==> src/rtl/adc_res_pkg.sv <==
// Package adc_res_pkg
// Shared widths and the format encoding for the ADC result register bank.
// Assumes the packed format code is {resolution select, alignment select}.
package adc_res_pkg;

    localparam int RES_DATA_W = 16;
    localparam int RES_RAW_W  = 12;
    localparam int RES_LOW_W  = 10;

    // Format code: bit 1 = reduced resolution, bit 0 = left alignment
    typedef enum logic [1:0] {
        FMT_FULL_RIGHT = 2'b00,
        FMT_FULL_LEFT  = 2'b01,
        FMT_LOW_RIGHT  = 2'b10,
        FMT_LOW_LEFT   = 2'b11
    } res_fmt_e;

endpackage

==> src/rtl/adc_res_fmt.sv <==
// Module adc_res_fmt
// Places a raw conversion value in a DATA_W-bit word by resolution and
// alignment. The reduced-resolution result is the upper LOW_W bits of the
// raw value. Assumes DATA_W > RAW_W > LOW_W. Purely combinational.
module adc_res_fmt
    import adc_res_pkg::*;
#(
    parameter int DATA_W = RES_DATA_W,
    parameter int RAW_W  = RES_RAW_W,
    parameter int LOW_W  = RES_LOW_W
) (
    input  logic              res_low,
    input  logic              align_left,
    input  logic [RAW_W-1:0]  raw,
    output logic [DATA_W-1:0] word
);

    localparam int PAD_FULL = DATA_W - RAW_W;
    localparam int PAD_LOW  = DATA_W - LOW_W;

    res_fmt_e            fmt;
    logic [LOW_W-1:0]    reduced;

    assign fmt     = res_fmt_e'({res_low, align_left});
    assign reduced = raw[RAW_W-1 -: LOW_W];

    // Select the field position for the requested format
    always_comb begin
        unique case (fmt)
            FMT_FULL_RIGHT: word = {{PAD_FULL{1'b0}}, raw};
            FMT_FULL_LEFT:  word = {raw, {PAD_FULL{1'b0}}};
            FMT_LOW_RIGHT:  word = {{PAD_LOW{1'b0}}, reduced};
            default:        word = {reduced, {PAD_LOW{1'b0}}};
        endcase
    end

endmodule

==> src/rtl/adc_res_decode.sv <==
// Module adc_res_decode
// Maps a bus byte address to a one-hot group hit. Group i answers at
// BASE_A+4*i and at BASE_B+4*i. Assumes the two windows do not overlap.
module adc_res_decode #(
    parameter int                NUM_GROUPS = 4,
    parameter int                ADDR_W     = 8,
    parameter logic [ADDR_W-1:0] BASE_A     = 8'h00,
    parameter logic [ADDR_W-1:0] BASE_B     = 8'h40
) (
    input  logic                  clk,
    input  logic                  rst_n,
    input  logic                  rd_en,
    input  logic [ADDR_W-1:0]     rd_addr,
    output logic [NUM_GROUPS-1:0] hit
);

    localparam int STRIDE = 4;

    // One comparator pair per group
    for (genvar g = 0; g < NUM_GROUPS; g++) begin : g_dec
        localparam logic [ADDR_W-1:0] ADDR_A = BASE_A + ADDR_W'(STRIDE * g);
        localparam logic [ADDR_W-1:0] ADDR_B = BASE_B + ADDR_W'(STRIDE * g);
        assign hit[g] = rd_en && ((rd_addr == ADDR_A) || (rd_addr == ADDR_B));
    end

    // At most one group may answer a given read address
    assert_one_group_R8: assert property (@(posedge clk) disable iff (!rst_n)
        $onehot0(hit));

    // No group answers without a read strobe
    assert_no_idle_hit_R10: assert property (@(posedge clk) disable iff (!rst_n)
        !rd_en |-> (hit == '0));

endmodule

==> src/rtl/adc_res_slot.sv <==
// Module adc_res_slot
// One stored result for one channel group. A write loads the formatted
// word. A clearing read zeroes it one edge later. A write in the same
// cycle takes priority over the clear.
module adc_res_slot #(
    parameter int DATA_W = 16
) (
    input  logic              clk,
    input  logic              rst_n,
    input  logic              wr_en,
    input  logic [DATA_W-1:0] wr_word,
    input  logic              rd_clear,
    output logic [DATA_W-1:0] value
);

    // Store, clear or hold the result
    always_ff @(posedge clk) begin
        if (!rst_n)
            value <= '0;
        else if (wr_en)
            value <= wr_word;
        else if (rd_clear)
            value <= '0;
    end

    // A clearing read with no write leaves zero
    assert_clear_after_read_R7: assert property (@(posedge clk) disable iff (!rst_n)
        (rd_clear && !wr_enen_guard()) |=> (value == '0));

    function automatic logic wr_enen_guard();
        return wr_en;
    endfunction

    // A write wins over a simultaneous clear
    assert_write_wins_R9: assert property (@(posedge clk) disable iff (!rst_n)
        (wr_en && rd_clear) |=> (value == $past(wr_word)));

    // Without a write or a clearing read, the result is kept
    assert_keep_value_R6: assert property (@(posedge clk) disable iff (!rst_n)
        (!wr_en && !rd_clear) |=> $stable(value));

endmodule

==> src/rtl/adc_result_regs.sv <==
// Module adc_result_regs
// Result register bank for NUM_GROUPS ADC channel groups. Conversion
// values are formatted as they are stored. A bus read returns the stored
// word one cycle after the strobe and, in clear-on-read mode, zeroes it.
// Assumes conv_group values of NUM_GROUPS or above are ignored.
module adc_result_regs
    import adc_res_pkg::*;
#(
    parameter int                NUM_GROUPS = 4,
    parameter int                DATA_W     = RES_DATA_W,
    parameter int                RAW_W      = RES_RAW_W,
    parameter int                LOW_W      = RES_LOW_W,
    parameter int                ADDR_W     = 8,
    parameter logic [ADDR_W-1:0] BASE_A     = 8'h00,
    parameter logic [ADDR_W-1:0] BASE_B     = 8'h40,
    localparam int               GRP_W      = (NUM_GROUPS > 1) ? $clog2(NUM_GROUPS) : 1
) (
    input  logic              clk,
    input  logic              rst_n,
    input  logic              cfg_res10,
    input  logic              cfg_left,
    input  logic              cfg_clr_on_read,
    input  logic              conv_valid,
    input  logic [GRP_W-1:0]  conv_group,
    input  logic [RAW_W-1:0]  conv_data,
    input  logic              rd_en,
    input  logic [ADDR_W-1:0] rd_addr,
    output logic [DATA_W-1:0] rd_data
);

    logic [DATA_W-1:0]     fmt_word;
    logic [NUM_GROUPS-1:0] grp_hit;
    logic [NUM_GROUPS-1:0] grp_wr;
    logic [DATA_W-1:0]     grp_val [NUM_GROUPS];
    logic [DATA_W-1:0]     sel_or  [NUM_GROUPS+1];

    adc_res_fmt #(
        .DATA_W (DATA_W),
        .RAW_W  (RAW_W),
        .LOW_W  (LOW_W)
    ) u_fmt (
        .res_low    (cfg_res10),
        .align_left (cfg_left),
        .raw        (conv_data),
        .word       (fmt_word)
    );

    adc_res_decode #(
        .NUM_GROUPS (NUM_GROUPS),
        .ADDR_W     (ADDR_W),
        .BASE_A     (BASE_A),
        .BASE_B     (BASE_B)
    ) u_dec (
        .clk     (clk),
        .rst_n   (rst_n),
        .rd_en   (rd_en),
        .rd_addr (rd_addr),
        .hit     (grp_hit)
    );

    assign sel_or[0] = '0;

    // Per-group slot, write select and read-mux stage
    for (genvar g = 0; g < NUM_GROUPS; g++) begin : g_slot
        assign grp_wr[g] = conv_valid && (conv_group == GRP_W'(g));

        adc_res_slot #(
            .DATA_W (DATA_W)
        ) u_slot (
            .clk      (clk),
            .rst_n    (rst_n),
            .wr_en    (grp_wr[g]),
            .wr_word  (fmt_word),
            .rd_clear (grp_hit[g] && cfg_clr_on_read),
            .value    (grp_val[g])
        );

        assign sel_or[g+1] = sel_or[g] | (grp_hit[g] ? grp_val[g] : '0);
    end

    // Register the selected word on every read strobe
    always_ff @(posedge clk) begin
        if (!rst_n)
            rd_data <= '0;
        else if (rd_en)
            rd_data <= sel_or[NUM_GROUPS];
    end

    // Formatted word leaves the bits outside its field at zero
    assert_fmt_full_right_R2: assert property (@(posedge clk) disable iff (!rst_n)
        (conv_valid && !cfg_res10 && !cfg_left) |-> (fmt_word[DATA_W-1:RAW_W] == '0));
    assert_fmt_full_left_R3: assert property (@(posedge clk) disable iff (!rst_n)
        (conv_valid && !cfg_res10 && cfg_left) |-> (fmt_word[DATA_W-RAW_W-1:0] == '0));
    assert_fmt_low_right_R4: assert property (@(posedge clk) disable iff (!rst_n)
        (conv_valid && cfg_res10 && !cfg_left) |-> (fmt_word[DATA_W-1:LOW_W] == '0));
    assert_fmt_low_left_R5: assert property (@(posedge clk) disable iff (!rst_n)
        (conv_valid && cfg_res10 && cfg_left) |-> (fmt_word[DATA_W-LOW_W-1:0] == '0));

    // Unmapped read returns zero; idle cycles hold the read data
    assert_unmapped_zero_R10: assert property (@(posedge clk) disable iff (!rst_n)
        (rd_en && (grp_hit == '0)) |=> (rd_data == '0));
    assert_rd_hold_R10: assert property (@(posedge clk) disable iff (!rst_n)
        !rd_en |=> $stable(rd_data));

endmodule

==> config.mk <==
export PLATFORM = sky130hd
export DESIGN_NAME = adc_result_regs
export DESIGN_NICKNAME = d
export VERILOG_FILES = /design/src/rtl/adc_res_pkg.sv /design/src/rtl/adc_res_fmt.sv /design/src/rtl/adc_res_decode.sv /design/src/rtl/adc_res_slot.sv /design/src/rtl/adc_result_regs.sv
export SDC_FILE = /design/constraint.sdc
export NUM_CORES = 1
export LEC_CHECK = 0
export ABC_AREA = 1
export ABC_CLOCK_PERIOD_IN_PS = 1400
export BUFFER_PORTS_ARGS = -buffer_cell sky130_fd_sc_hd__buf_4
export CORE_AREA = 2 2 92 94
export CTS_CLUSTER_DIAMETER = 200
export DETAILED_ROUTE_END_ITERATION = 16
export DIE_AREA = 0 0 94 96
export PLACE_DENSITY = 0.73
export SYNTH_ARGS = -nofsm -noshare
export SYNTH_HDL_FRONTEND = slang
export SYNTH_SLANG_ARGS = --single-unit
==> constraint.sdc <==
create_clock -name clk -period 1.4 [get_ports clk]
set_clock_uncertainty 0.2 [all_clocks]
set_input_delay 0.21 -clock clk [delete_from_list [all_inputs] [get_ports clk]]
set_output_delay 0.21 -clock clk [all_outputs]
set_load 0.01 [all_outputs]
; Word level (Yosys, flattened, before mapping)
; Index checks and enable logic that the tools add are counted.
[op_classes]
n_shift = 0
mux = 13
order_cmp = 0
bitwise = 3
addsub = 0
n_mul = 0
div_mod_pow = 0
n_eq_ne = 12
n_reduce_logical = 23
[ops]
columns = cell, count
row1 = $mux 16, 12
row2 = $or 16x16->16, 3
row3 = $pmux 16 s3, 1
row4 = $eq 8x7->1 const B, 4
row5 = $eq 8x4->1 const B, 2
row6 = $logic_and 1x1->1, 12
row7 = $eq 8x3->1 const B, 1
row8 = $logic_not 8->1, 1
row9 = $reduce_bool 2->1, 4
row10 = $eq 2x2->1 const B, 3
row11 = $eq 2x1->1 const B, 2
row12 = $logic_not 2->1, 2
row13 = $logic_or 1x1->1, 4
[word_totals]
mem_bits_ro = 0
latch_bits = 0
output_inout_bits = 16
memories = 0
reg_bits = 80
mem_bits_rw = 0
in_bits = 29

; Depth between registers and ports, before layout
; Gate-level depths: netlist (run 1).
[depth]
depth_word = 7
depth_mapped = 8

; By module
; From an unflattened synthesis (run 1), not the netlist that was laid out.
[hier_totals]
hier_cells = 542
hier_area_um2 = 3753.6
[by_module_without_submodules]
columns = mod, cells_per_inst, area_per_inst_um2, n_inst
row1 = adc_res_slot, 70, 581.8, 4
row2 = adc_result_regs, 187, 1104.8, 1
row3 = adc_res_fmt, 56, 247.7, 1
row4 = adc_res_decode, 19, 73.8, 1

; Least setup slack after synthesis (run 1)
; Ideal clock, no wire load.
[synth_path]
path_kind = input-to-reg
from = input port rd_addr[1]
to = register g_slot[0].u_slot.value[10]
path_stages = 7
setup_slack_ns = 0.089
n_path_buf = 1
arrival_ns = 0.978
path_cell_list = nor2_2 nand2_2 nor2_8 nand3_4 buf_6 nand3_1 a21oi_1
[synth_between]
elab_chain_len = 5
[synth_rtl]
columns = item, line_no
row1 = "start, declared", adc_result_regs.sv:27  ; input logic [ADDR_W-1:0] rd_addr,
row2 = $eq 8x7->1 or $logic_not 8->1 (tied branches), adc_res_decode.sv:23  ; assign hit[g] = rd_en && ((rd_addr == ADDR_A) || (rd_addr == ADDR_B));
row3 = $logic_or 1x1->1 *, adc_res_decode.sv:23
row4 = $logic_and 1x1->1 *, adc_res_decode.sv:23
row5 = $logic_and 1x1->1 *, adc_result_regs.sv:74  ; .rd_clear (grp_hit[g] && cfg_clr_on_read),
row6 = $reduce_bool 2->1 (no line) *, -
row7 = "end signal, assigned", adc_res_slot.sv:21  ; value <= wr_word;
row8 = "end, declared", adc_res_slot.sv:13  ; output logic [DATA_W-1:0] value
; Mark *: on every way between the ends. The rest lies on a longest branch, timed or not.
; A chain may end at the register's enable or synchronous reset.

; Final worst setup path (run 1)
[layout_path]
from = input port rst_n
to = register g_slot[2].u_slot.value[14]
[layout_rtl]
columns = item, line_no
row1 = "start, declared", adc_result_regs.sv:19  ; input logic rst_n,
row2 = "end signal, assigned", adc_res_slot.sv:21
row3 = "end, declared", adc_res_slot.sv:13
; No word-level cell between the ends.

==> summary.txt, run 1 <==
Worst setup path
  – Critical Path Fanout Max: 32
  – CP Launch Type: input port
  – Arr. time, crit path: 1.37 ns
  – R2R depth: 4
  – FF-to-FF setup slack: approximately 0.4 ns
  – Setup CP Type: input port to flip-flop
  – Worst Path Required: 1.44 ns
  – Critical path endpoint category: flip-flop

Logic synthesis
  – Top FF cell, synth: dfxtp_1
  – Synth Net Count: 553
  – Sequential fraction of the synthesis area: 0.406
  – FF+latch count, synth: 80
  – Ys async rst share: 0
  – Most frequent cell after synthesis: nand3_1
  – Mapped Area: 3940 µm²
  – Synth Warn #: 0
  – Top cell type's share of synthesized area: 0.406
  – Largest cells by area after synthesis: dfxtp_1 41%, nand3_1 17%, nand2_1 9.5%, a21oi_1 8.1%, nand3_2 3.6%
  – Post-synth top cells: 134 x nand3_1, 100 x nand2_1, 80 x dfxtp_1, 64 x a21oi_1, 33 x nor2_1
  – Distinct cells, synth: 27
  – Synthesized area per cell: 7.53 µm²
  – Post-Syn Instances: 524
  – Number of synthesized flops with an enable pin: 0
  – Area leader, netlist: dfxtp_1

Clocking
  – Buffers inserted by post-CTS timing repair: 0
  – Clock buffer depth: 2
  – Worst-path clk slew: roughly 0.08 ns
  – Htree depth: 3
  – CTS tree: done
  – Clock root buffer: clkbuf_8
  – Worst-Skew Late Latency: 0.36 ns
  – CTS Buf Count: 9
  – # clock sinks: 80

Timing
  – Setup_tns: 0 ns
  – Min Tclk post-route: roughly 1.3 ns
  – Final setup violation count: 0
  – Slew @ Worst Pin: 0.333 ns
  – Fmax achieved: 752 MHz
  – Max-slew headroom: 0.778
  – Max-slew violation count: 0
  – RSZ-0062 raised after global routing: no
  – Crit share post-route: 0.950
  – Final Hold Vio Count: 0

Pwr
  – Leakage: 1.82 nW
  – Worst vdd ir: 565 µV
  – Pwr Density: 1020 nW/µm²

Layout
  – Area occupied by multi-input gates: 2000 µm²
  – Fill count: 754
  – Layout area overhead: 17.4%
  – Final Cell Area: 4630 µm²
  – N_diodes: 0
  – Fraction of layout cells with a size suffix above 1: 0.212
  – Storage element area: around 1600 µm²
  – Final nets: 594

Route
  – Detailed Route Iter0 Violations: 356
  – WL final: 10300 µm
  – Routed Antenna Nets: 0
  – Vias/cell: 5.58
  – Top Metal Used: met4
  – DR WL met2: approximately 4800 µm
  – Vias: 3769
  – WL/cell: 15.2 µm
  – Met1 WL: 4660 µm
  – Drt pass-1 iters: 5
  – Post-route DRC: 0
  – Wire length on met3: 651 µm

GRT
  – First-pass GRT wire length: roughly 16000 µm
  – Initial antenna violation count: 0
  – Vias in the first global route: approximately 3400
  – Total grt overflow: 0
  – Largest net degree at the start of global routing: 65
  – Total track usage: 0.234

Outcome
  – Status: complete, no violations

Floorplan
  – I/O pin count: 45
  – Die Width: 94 µm
  – Die H: 96 µm
  – Initial Utilization: 0.490
  – Die footprint: 9020 µm²
  – Core Rows: 33
  – Area of the core: 8050 µm²

Placement
  – IO Port Bufs: 43
  – GPL Wtd Cong: 0.873
  – Area after DPL: 4390 µm²
  – HPWL Detailed: 6920 µm

Worst hold path
  – Min-Delay Path Depth: 4
  – Hold Path Class: input port to flip-flop

Flow run
  – Max-Cap Viols: 0
path summary, 6_finish.rpt:
kind                              start                          to
max                               rst_n  g_slot[2].u_slot.value[14]
min                               rd_en                  rd_data[0]
max reg2reg  g_slot[3].u_slot.value[15]                 rd_data[15]
min reg2reg   g_slot[2].u_slot.value[3]   g_slot[2].u_slot.value[3]
cell families after synthesis:
logic type	count (synthesis)	synth area share
simple gates	294	0.378
compound gates	92	0.129
flops	80	0.406
buf+inv	58	0.0866
through the flow:
stage,hold slack [ns],setup slack [ns],power [W],instances,util
after floorplan,0.152,0.0892,0.00276,524,-
after global placement,0.266,-0.108,0.00298,657,0.545
after detailed placement,0.273,-0.164,0.00300,657,0.545
after CTS,0.00187,0.0392,0.00474,674,0.572
after global routing,0.0109,0.0319,0.00492,675,0.575
final,0.00247,0.0694,0.00475,675,0.575
state kept, by name (all words and copies together) (netlist names):
name                 flops
g_slot.u_slot.value     64
rd_data                 16
timing repair:
action / in CTS / in global routing
hold buffers: 1 / 0
hold endpoints to repair: 11 / 0
gates resized for setup: 0 / 1
endpoints found under the setup margin: 0 / 3
worst max-delay path: stages:
cell and delay (ns):
dlygate4sd3_1 0.54, buf_4 0.19, inv_2 0.13, buf_12 0.21, a21oi_1 0.07
routing by layer:
layer | GRT usage | up-vias
met5 | 0 | -
met4 | 0.0821 | 0
met3 | 0.0282 | 13
met2 | 0.383 | 146
met1 | 0.320 | 1746
li1 | - | 1864
area by class of cell:
class / count / share of cell area
Inverter: 22 / 0.0184
Tap cell: 105 / 0.0284
Timing Repair Buffer: 66 / 0.130
Clock buffer: 12 / 0.0335
Clock inverter: 4 / 0.0111
Multi-Input combinational cell: 386 / 0.433
Sequential cell: 80 / 0.346
power breakdown:
| part | leakage [nW] | internal (W) | switching (W) |
|---|---|---|---|
| clock | 0.103 | 0.000926 | 0.000855 |
| sequential | 0.650 | 0.00234 | 0.0000360 |
| combinational | 1.07 | 0.000227 | 0.000360 |
| total | 1.82 | 0.00350 | 0.00125 |
placed cells by master (no fill, tap or decap), drive strengths merged:
cell type    Yosys  layout
clkinvlp         0       1
nand2          103     103
nand3          152     152
inv             22      23
a21oi           64      64
dfxtp           80      80
buf             26      64
a22o             2       2
clkinv           0       1
clkbuf          10      13
nor2            39      39
o22ai            2       2
a22oi            4       4
bufinv           0       1
dlygate4sd3      0       1
o21ai           18      18
o211ai           2       2
(Power assumes the default switching activity.)
==> run 2: changes to the inputs <==
--- a/config.mk
+++ b/config.mk
@@ -9,6 +9,7 @@
 export ABC_CLOCK_PERIOD_IN_PS = 1400
 export BUFFER_PORTS_ARGS = -buffer_cell sky130_fd_sc_hd__buf_4
 export CORE_AREA = 2 2 92 94
+export CTS_BUF_LIST = sky130_fd_sc_hd__clkbuf_8
 export CTS_CLUSTER_DIAMETER = 200
 export DETAILED_ROUTE_END_ITERATION = 16
 export DIE_AREA = 0 0 94 96
==> summary.txt, run 2 (synthesis results as in run 1) <==
Pwr
  – NetSw: 0.00125 W
  – Leakage: between 1.5 and 2 nW
  – Clk network pwr share: 0.374
  – Seq pwr share: 0.502
  – Sw frac: 0.264
  – Power Total: 0.00474 W
  – Combinational share of power: 0.124
  – Pwr Density: 1020 nW/µm²
  – Worst vdd ir: approximately 570 µV
  – Pint: 0.00349 W

Placement
  – Area after DPL: 4390 µm²
  – HPWL Detailed: 6920 µm
  – Inst Count DP: 657
  – GPL Wtd Cong: approximately 0.87
  – IO Port Bufs: 43

Worst hold path
  – Hold Startpoint: rd_en
  – Min-Delay Path Depth: 4
  – Hold Path Class: input port to flip-flop
  – Hold EP: rd_data[0]

Route
  – Detailed Route Iter0 Violations: 334
  – Post-route DRC: 0
  – Drt pass-1 iters: 4
  – Vias/cell: 5.57
  – Routed Antenna Nets: 0
  – WL final: between 10000 and 15000 µm
  – Vias: approximately 3800
  – WL/cell: 15.2 µm

Layout
  – Layout area overhead: 17.4%
  – Final nets: 594
  – Post-Layout Cell Count: between 600 and 700
  – Fraction of layout cells with a size suffix above 1: 0.212
  – Largest register by flop count: g_slot.u_slot.value
  – N_diodes: 0
  – Final Cell Area: 4630 µm²
  – Core Util, Final: 0.575
  – Max FFs per register: 64
  – Top Registers: g_slot.u_slot.value x64, rd_data x16
  – Commonest non-fill, non-tap cell in the layout: nand3_1
  – Highest-count cells in the layout ignoring fill and taps: 134 x nand3_1, 100 x nand2_1, 80 x dfxtp_1, 63 x a21oi_1, 57 x buf_4

Worst setup path
  – Worst Path Required: 1.44 ns
  – Setup CP Type: input port to flip-flop
  – R2R depth: 4
  – FF-to-FF setup slack: approximately 0.4 ns
  – Worst r2r src: g_slot[3].u_slot.value[15]
  – CP Launch Type: input port
  – Critical path endpoint category: flip-flop
  – Critical R2R Capture: rd_data[15]
  – Critical Path Fanout Max: 32
  – Arr. time, crit path: 1.37 ns

Flow run
  – Max-Cap Viols: 0

Floorplan
  – Core Rows: 33
  – I/O pin count: 45
  – Die Width: 94 µm
  – Initial Utilization: 0.490
  – Die H: 96 µm
  – Area of the core: just over 8000 µm²
  – Die footprint: 9020 µm²

Clocking
  – Clock buffer depth: 2
  – Clock root buffer: clkbuf_8
  – CTS tree: done
  – Htree depth: 3
  – Worst-Skew Late Latency: 0.36 ns
  – Buffers inserted by post-CTS timing repair: 0
  – CTS Buf Count: 9
  – # clock sinks: 80
  – Worst-path clk slew: 0.08 ns

GRT
  – Vias in the first global route: 3407
  – First-pass GRT wire length: 16400 µm
  – Total grt overflow: 0
  – Total track usage: 0.234
  – Initial antenna violation count: 0
  – Largest net degree at the start of global routing: 65

Timing
  – Max-slew violation count: 0
  – Slew @ Worst Pin: approximately 0.33 ns
  – Max-slew headroom: 0.780
  – Min Tclk post-route: 1.33 ns
  – Crit share post-route: 0.952
  – RSZ-0062 raised after global routing: no
  – Final setup violation count: 0
  – Fmax achieved: around 750 MHz
  – Final Hold Vio Count: 0

Outcome
  – Status: complete, no violations
[run 2: changes by cell type in the layout (fill, tap and decap cells not counted), sizes merged]
cell / change
clkbuf: -1
inv: +1
[run 2: how the worst max path moves through the flow]
stage               start  depth (start not counted)                    endpoint
2_1_floorplan  rd_addr[1]                          7  g_slot[0].u_slot.value[10]
6_report            rst_n                          5  g_slot[3].u_slot.value[13]
5_1_grt             rst_n                          5  g_slot[2].u_slot.value[14]
3_5_place_dp   rd_addr[1]                          9                  rd_data[7]
3_3_place_gp   rd_addr[1]                          9                 rd_data[10]
4_1_cts             rst_n                          5   g_slot[3].u_slot.value[8]
[run 2: layout make-up]
class / count / area, µm²
fillers: 754 / 3420
repair buffers: 66 / 603
well taps: 105 / 131
clock inverters: 5 / 55.1
multi-input cells: 386 / 2000
inverters: 22 / 85.1
flip-flops and latches: 80 / 1600
clock buffers: 11 / 151
[run 2: critical path: stages]
cell and delay [ns]:
dlygate4sd3_1 0.54, buf_4 0.19, inv_2 0.13, buf_12 0.21, a21oi_1 0.07
[run 2: metal layers]
| layer | GRT usage | wire length, µm |
|---|---|---|
| met2 | 0.383 | 4830 |
| met1 | 0.320 | 4630 |
| met4 | 0.0821 | 129 |
| met5 | 0 | 0 |
| met3 | 0.0282 | 682 |
[run 2: metrics by stage]
step                worst slack [ns]  setup TNS, ns  hold WS (ns)
floorplan                     0.0892              0         0.152
global placement              -0.108          -6.55         0.266
detailed placement            -0.164          -8.80         0.273
CTS                           0.0392              0       0.00187
global route                  0.0319              0        0.0109
finish                        0.0673              0       0.00414
[run 2: power by group through the flow]
stage,sequential (W),clock (W),combinational [W]
2_1_floorplan,0.00243,0,0.000325
3_3_place_gp,0.00243,0,0.000556
3_5_place_dp,0.00243,0,0.000567
4_1_cts,0.00238,0.00178,0.000571
5_1_grt,0.00239,0.00188,0.000644
6_report,0.00238,0.00177,0.000588
[run 2: repair_timing]
item,in CTS,in global routing
hold buffers,1,0
setup endpoints to repair,0,3
endpoints found under the hold margin,11,0
resized for setup,0,1
